### src/rtl/scsi_regif_pkg.sv
package scsi_regif_pkg;
  localparam int ADDR_W = 6;
  localparam int DATA_W = 8;
  localparam int CNT_W  = 2 * DATA_W;

  localparam logic [ADDR_W-1:0] A_CNT_LO = 6'h00;
  localparam logic [ADDR_W-1:0] A_CNT_HI = 6'h01;
  localparam logic [ADDR_W-1:0] A_FIFO   = 6'h02;
  localparam logic [ADDR_W-1:0] A_CMD    = 6'h03;
  localparam logic [ADDR_W-1:0] A_STAT   = 6'h04;
  localparam logic [ADDR_W-1:0] A_RSN    = 6'h05;
  localparam logic [ADDR_W-1:0] A_SEQ    = 6'h06;
  localparam logic [ADDR_W-1:0] A_LEVEL  = 6'h07;
  localparam logic [ADDR_W-1:0] A_CFG    = 6'h08;
  localparam logic [ADDR_W-1:0] A_IDENT  = 6'h0E;

  localparam logic [DATA_W-1:0] IDENT_CODE  = 8'h04;
  localparam logic [DATA_W-1:0] RSN_SERVICE = 8'h10;
  localparam logic [DATA_W-1:0] RSN_BUSRST  = 8'h80;
  localparam logic [6:0]        OP_BUSRST   = 7'h03;

  localparam int ST_PEND  = 7;
  localparam int ST_GROSS = 6;
  localparam int ST_PAR   = 5;
  localparam int ST_TC    = 4;
  localparam int CFG_MUTE = 6;
endpackage

### src/rtl/scsi_regif_fifo.sv
module scsi_regif_fifo #(
  parameter int DEPTH = 32,
  parameter int WIDTH = 8
) (
  input  logic             clk,
  input  logic             rst_n,
  input  logic             push,
  input  logic [WIDTH-1:0] push_data,
  input  logic             pop,
  output logic [WIDTH-1:0] head,
  output logic             moved,
  output logic [$clog2(DEPTH+1)-1:0] level,
  output logic [$clog2(DEPTH+1)-1:0] level_nx
);
  localparam int PW = (DEPTH > 1) ? $clog2(DEPTH) : 1;
  localparam int LW = $clog2(DEPTH + 1);

  logic [WIDTH-1:0] mem [DEPTH];
  logic [PW-1:0]    wptr, rptr;
  logic             push_ok, pop_ok;

  assign push_ok = push && (level != LW'(DEPTH));
  assign pop_ok  = pop && (level != '0);
  assign moved   = push_ok || pop_ok;
  assign level_nx = level + LW'(push_ok) - LW'(pop_ok);
  assign head    = (level != '0) ? mem[rptr] : '0;

  function automatic logic [PW-1:0] bump(input logic [PW-1:0] p);
    return (p == PW'(DEPTH - 1)) ? '0 : p + 1'b1;
  endfunction

  always_ff @(posedge clk or negedge rst_n) begin
    if (!rst_n) begin
      wptr  <= '0;
      rptr  <= '0;
      level <= '0;
    end else begin
      level <= level_nx;
      if (level_nx == '0) begin
        wptr <= '0;
        rptr <= '0;
      end else begin
        if (push_ok) wptr <= bump(wptr);
        if (pop_ok)  rptr <= bump(rptr);
      end
    end
  end

  always_ff @(posedge clk) begin
    if (push_ok) mem[wptr] <= push_data;
  end
endmodule

### src/rtl/scsi_regif_irq.sv
module scsi_regif_irq
  import scsi_regif_pkg::*;
(
  input  logic              clk,
  input  logic              rst_n,
  input  logic              ack_rd,
  input  logic              cnt_wr,
  input  logic              busrst_cmd,
  input  logic              busrst_mute,
  input  logic              dma_done,
  output logic [DATA_W-1:0] status,
  output logic [DATA_W-1:0] reason,
  output logic              irq
);
  logic [DATA_W-1:0] status_nx, reason_nx;
  logic              irq_nx;

  always_comb begin
    status_nx = status;
    reason_nx = reason;
    irq_nx    = irq;
    if (ack_rd) begin
      status_nx[ST_PEND]  = 1'b0;
      status_nx[ST_GROSS] = 1'b0;
      status_nx[ST_PAR]   = 1'b0;
      irq_nx              = 1'b0;
    end
    if (cnt_wr) status_nx[ST_TC] = 1'b0;
    if (busrst_cmd) begin
      reason_nx = RSN_BUSRST;
      if (!busrst_mute) irq_nx = 1'b1;
    end
    if (dma_done) begin
      status_nx[ST_PEND] = 1'b1;
      status_nx[ST_TC]   = 1'b1;
      reason_nx          = RSN_SERVICE;
      irq_nx             = 1'b1;
    end
  end

  always_ff @(posedge clk or negedge rst_n) begin
    if (!rst_n) begin
      status <= '0;
      reason <= '0;
      irq    <= 1'b0;
    end else begin
      status <= status_nx;
      reason <= reason_nx;
      irq    <= irq_nx;
    end
  end
endmodule

### src/rtl/scsi_regif.sv
module scsi_regif
  import scsi_regif_pkg::*;
#(
  parameter int FIFO_DEPTH = 32
) (
  input  logic              clk,
  input  logic              rst_n,
  input  logic [ADDR_W-1:0] addr,
  input  logic [DATA_W-1:0] wdata,
  input  logic              wr_en,
  input  logic              rd_en,
  output logic [DATA_W-1:0] rdata,
  input  logic              dma_done,
  output logic              irq,
  output logic              dma_mode,
  output logic [CNT_W:0]    xfer_bytes
);
  localparam int LW = $clog2(FIFO_DEPTH + 1);

  logic [DATA_W-1:0] wcnt [2];
  logic [DATA_W-1:0] rcnt [2];
  logic [DATA_W-1:0] cfg_q, seq_q, level_q;
  logic [DATA_W-1:0] stat_q, rsn_q, fifo_head;
  logic [LW-1:0]     fifo_lvl, fifo_lvl_nx;
  logic              fifo_moved, dma_mode_q;
  logic              cnt_wr, cmd_wr, busrst_cmd, ack_rd, push, pop;

  assign cnt_wr     = wr_en && (addr == A_CNT_LO || addr == A_CNT_HI);
  assign cmd_wr     = wr_en && (addr == A_CMD);
  assign busrst_cmd = cmd_wr && (wdata[6:0] == OP_BUSRST);
  assign ack_rd     = rd_en && (addr == A_RSN);
  assign push       = wr_en && (addr == A_FIFO);
  assign pop        = rd_en && (addr == A_FIFO);

  scsi_regif_fifo #(.DEPTH(FIFO_DEPTH), .WIDTH(DATA_W)) u_fifo (
    .clk(clk), .rst_n(rst_n), .push(push), .push_data(wdata), .pop(pop),
    .head(fifo_head), .moved(fifo_moved), .level(fifo_lvl), .level_nx(fifo_lvl_nx)
  );

  scsi_regif_irq u_irq (
    .clk(clk), .rst_n(rst_n), .ack_rd(ack_rd), .cnt_wr(cnt_wr),
    .busrst_cmd(busrst_cmd), .busrst_mute(cfg_q[CFG_MUTE]), .dma_done(dma_done),
    .status(stat_q), .reason(rsn_q), .irq(irq)
  );

  for (genvar b = 0; b < 2; b++) begin : g_cnt
    always_ff @(posedge clk or negedge rst_n) begin
      if (!rst_n) begin
        wcnt[b] <= '0;
        rcnt[b] <= '0;
      end else begin
        if (wr_en && addr == ADDR_W'(b)) wcnt[b] <= wdata;
        if (cmd_wr && wdata[7]) rcnt[b] <= wcnt[b];
        if (dma_done) rcnt[b] <= '0;
      end
    end
  end

  always_ff @(posedge clk or negedge rst_n) begin
    if (!rst_n) begin
      cfg_q      <= '0;
      seq_q      <= '0;
      level_q    <= '0;
      dma_mode_q <= 1'b0;
    end else begin
      if (wr_en && addr == A_CFG) cfg_q <= wdata;
      if (cmd_wr) dma_mode_q <= wdata[7];
      if (fifo_moved) level_q <= DATA_W'(fifo_lvl_nx);
      if (dma_done) begin
        seq_q   <= '0;
        level_q <= '0;
      end
    end
  end

  always_comb begin
    case (addr)
      A_CNT_LO: rdata = rcnt[0];
      A_CNT_HI: rdata = rcnt[1];
      A_FIFO:   rdata = fifo_head;
      A_STAT:   rdata = stat_q;
      A_RSN:    rdata = rsn_q;
      A_SEQ:    rdata = seq_q;
      A_LEVEL:  rdata = level_q;
      A_IDENT:  rdata = IDENT_CODE;
      default:  rdata = '0;
    endcase
  end

  assign dma_mode   = dma_mode_q;
  assign xfer_bytes = ({rcnt[1], rcnt[0]} == '0) ? {1'b1, {CNT_W{1'b0}}}
                                                 : {1'b0, rcnt[1], rcnt[0]};
endmodule

### config.mk
export PLATFORM = sky130hd
export DESIGN_NAME = scsi_regif
export DESIGN_NICKNAME = d
export VERILOG_FILES = /design/src/rtl/scsi_regif_pkg.sv /design/src/rtl/scsi_regif_fifo.sv /design/src/rtl/scsi_regif_irq.sv /design/src/rtl/scsi_regif.sv
export SDC_FILE = /design/constraint.sdc
export NUM_CORES = 1
export LEC_CHECK = 0
export BUFFER_PORTS_ARGS = -buffer_cell sky130_fd_sc_hd__buf_2
export CAP_MARGIN = 20
export CELL_PAD_IN_SITES_DETAIL_PLACEMENT = 1
export CELL_PAD_IN_SITES_GLOBAL_PLACEMENT = 2
export CORE_ASPECT_RATIO = 2
export CORE_MARGIN = 10
export CORE_UTILIZATION = 47
export DETAILED_ROUTE_END_ITERATION = 6
export PLACE_DENSITY = 0.84
export SLEW_MARGIN = 20
export SYNTH_ARGS = -nofsm -noshare
export SYNTH_HDL_FRONTEND = slang
export SYNTH_SLANG_ARGS = --single-unit
export TNS_END_PERCENT = 20
### constraint.sdc
create_clock -name clk -period 4.5 [get_ports clk]
set_input_delay 0.225 -clock clk [delete_from_list [all_inputs] [get_ports clk]]
set_output_delay 0.225 -clock clk [all_outputs]
set_load 0.01 [all_outputs]
==> out/results.txt <==
actual slew at the worst max-slew pin -> 1120 ps
Starting Density -> 47.4%
NetSw -> 1.83 mW
Final Cycle Share -> 82.4%
reg-to-reg startpoint -> u_fifo.level[2]
register area share after synthesis -> 69.3%
CTS resizes -> 0
die width -> 139 um
post-detailed-routing wire length -> 34300 um
TNS Setup -> 0 ps
Yosys top cell by area -> edfxtp_1
Die Span Y -> 258 um
CTS clk-pin slew, worst paths -> 70 ps
synth-to-layout area growth -> 11.4%
hpwl dp -> 23100 um
Pwr per Cell Area -> 479 mW/mm^2
DR DRC count -> 0
Core ar. -> 0.0281 mm^2
most common cell after layout, fill and taps aside -> edfxtp_1
hold depth -> 3
vias in the first global route -> 7993
H-tree lvl count -> 1
status -> finished, final reports clean
synth warn -> 0
RSZ-0062 raised after global routing -> false
Vias -> 7317
gpl congestion -> 0.858
initial antenna violation count -> 0
grt met1 use -> 19.5%
DP Worst Slack -> 767 ps
post-synth net total -> 845
RR Endpoint -> u_fifo.rptr[3]
Hold/Removal Path Class -> input pin to flop
logic gate share of total power -> 15.4%
most used flip-flop cell after synthesis -> edfxtp_1
most frequent cells in the layout -> 256 x edfxtp_1, 59 x dfrtp_1, 58 x nand2_1
IO Pins -> 46
P_leak -> 5.03 nW
Netlist cell types -> 66
antenna-violating nets left -> 0
largest net degree at the start of global routing -> 62
hold_sp -> rd_en
CTS max path bufs -> 3
Cell Rows -> 87
worst-path maximum fanout -> 13
Yosys top cell area share -> 57.8%
# setup viols final -> 0
Register-to-Register Path Depth -> 16
grt ovf -> 0
async set-or-reset flop fraction in the synthesized netlist -> 19.2%
Vias/cell -> 5.99
IR Drop Worst-Case VDD -> 0.247 mV
busiest grt layer -> met2
number of synthesized flops with an enable pin -> 256
DR WL/cell -> 28.1 um
met2 Track Usage GR -> 36.3%
DRT Pass-1 Iters -> 5
GR Util met3 -> 2.44%
clock network power share -> 37.4%
Max transition margin -> 25.6%
Syn Inst Count -> 809
aggregate global-route resource usage -> 19.0%
Layout Skew -> 15.0 ps
later-pin clock latency in the skew report -> 560 ps
layout cell share with drive strength beyond 1 -> 20.7%
Iter 0 DRT Violations -> 397
total CTS buffers -> 26
fmax -> 270 MHz
clock sinks -> 317
Yosys reg bits -> 317
fin cells -> 1222
CP arrival -> 4110 ps
Port-buffer cells -> 45
CP Data Required Time -> 4910 ps
sequential share of power -> 47.2%
Final Power -> 7.10 mW
Pins Over Slew Limit -> 0
Synth area leaders -> edfxtp_1 58%, dfrtp_1 11%, mux4_2 9.1%
Final Util -> 52.7%
CTS tree -> yes
DP Cell Count -> 1173
Max Cap Viol -> 0
Worst Setup Start Kind -> flop
first-pass GRT wire length -> 51600 um
crit path kind -> flop to flop
ant diodes -> 0
final worst slack -> 792 ps
post-synthesis area per instance -> 16.4 um^2
CP endpoint kind -> flop
Netlist Area Pre-Place -> 0.0133 mm^2
Fill cells -> 2627
hold endpoint -> u_irq.status[7]
CTS root buf -> clkbuf_16
fin nets -> 882
switch share -> 25.8%
reg2reg setup slack -> 790 ps
Pint -> 5.27 mW
Final Hold Vio Count -> 0
minimum clock period -> 3710 ps
die area -> 0.0358 mm^2
## repair_timing
item,CTS,global route
setup endpoints to repair,0,0
hold endpoints to repair,61,0
setup buffers,0,0
hold buffers,1,0
## metal layers
metal	part of all wire, %	up-vias
met3	4.1	71
met5	0	-
li1	-	3224
met4	5.0	0
met2	57	207
met1	34	3815
## cell type report
| type | count | area [um^2] | share of cell area [%] |
|---|---|---|---|
| flip-flops and latches | 317 | 9220 | 62.2 |
| repair buffers | 62 | 355 | 2.40 |
| inverters | 19 | 71.3 | 0.482 |
| clock inverters | 21 | 335 | 2.26 |
| well taps | 356 | 445 | 3.01 |
| clock buffers | 27 | 676 | 4.56 |
| multi-input cells | 420 | 3710 | 25.0 |
## synthesized netlist by cell type (5+ instances only)
cell / number
buf_2: 10
o21ai_0: 6
mux4_2: 54
mux2i_1: 31
nor2b_1: 8
buf_6: 7
a22oi_1: 16
a21oi_1: 43
edfxtp_1: 256
clkbuf_1: 28
dfrtp_1: 61
nor2_1: 46
inv_1: 16
nand4_1: 8
mux2_1: 16
a22o_1: 5
nand3_1: 21
o21ai_1: 5
a31oi_1: 9
nand2_1: 58
and3_1: 6
ha_1: 16
## power groups by stage
stage	combinational, mW	sequential, mW	clock (mW)
after floorplan	0.843	3.33	0
after global placement	1.08	3.42	0
after detailed placement	1.09	3.42	0
after CTS	1.11	3.36	2.70
after global routing	1.19	3.37	2.81
final	1.09	3.35	2.66
## worst max path at each step
stage	to	startpoint	slack [ps]
after floorplan	u_fifo.rptr[3]	u_fifo.level[2]	1100
after global placement	u_fifo.wptr[3]	u_fifo.level[2]	940
after detailed placement	u_fifo.wptr[3]	u_fifo.level[2]	770
after CTS	u_fifo.rptr[3]	u_fifo.level[2]	770
after global routing	u_fifo.wptr[3]	u_fifo.level[2]	460
final	u_fifo.rptr[3]	u_fifo.level[2]	790
## worst max-delay path, stage by stage, from the launching register on
cell	delay [ps]
dfrtp_1	390
inv_1	90
ha_1	190
nand4bb_1	190
nand4_1	150
buf_4	210
inv_2	40
ha_1	260
inv_1	50
ha_1	150
inv_1	60
fa_1	410
nand2b_1	170
a21oi_1	170
o21ai_0	200
a2111oi_4	660
a22oi_1	180
## per-stage QoR
stage	hold WS [ps]	cell area, um^2
after floorplan	-70.6	13300
after global placement	423	13800
after detailed placement	433	13800
after CTS	52.4	14800
after global routing	89.7	14800
final	70.2	14800
## logic make-up (layout without fill, tap and decap cells)
| logic type | count (synthesis) | count (layout) | synth area share [%] |
|---|---|---|---|
| AND/OR/NAND/NOR | 186 | 186 | 7.09 |
| flip-flops | 317 | 317 | 69.3 |
| adder cells (fa/ha/maj) | 17 | 17 | 1.66 |
| AO/OA/AOI/OAI | 108 | 108 | 5.33 |
| XOR/XNOR | 2 | 2 | 0.132 |
| multiplexers | 107 | 107 | 13.7 |
| buffers and inverters | 72 | 129 | 2.82 |
## state kept, by name, indices dropped and copies added, names as in the netlist, 2 cells and up
register / count
u_irq.status: 2
u_fifo.wptr: 5
wcnt: 16
u_irq.reason: 2
u_fifo.rptr: 5
rcnt: 16
u_fifo.mem: 256
level_q: 6
u_fifo.level: 6
Note: power is estimated with default switching activity, not from simulation.
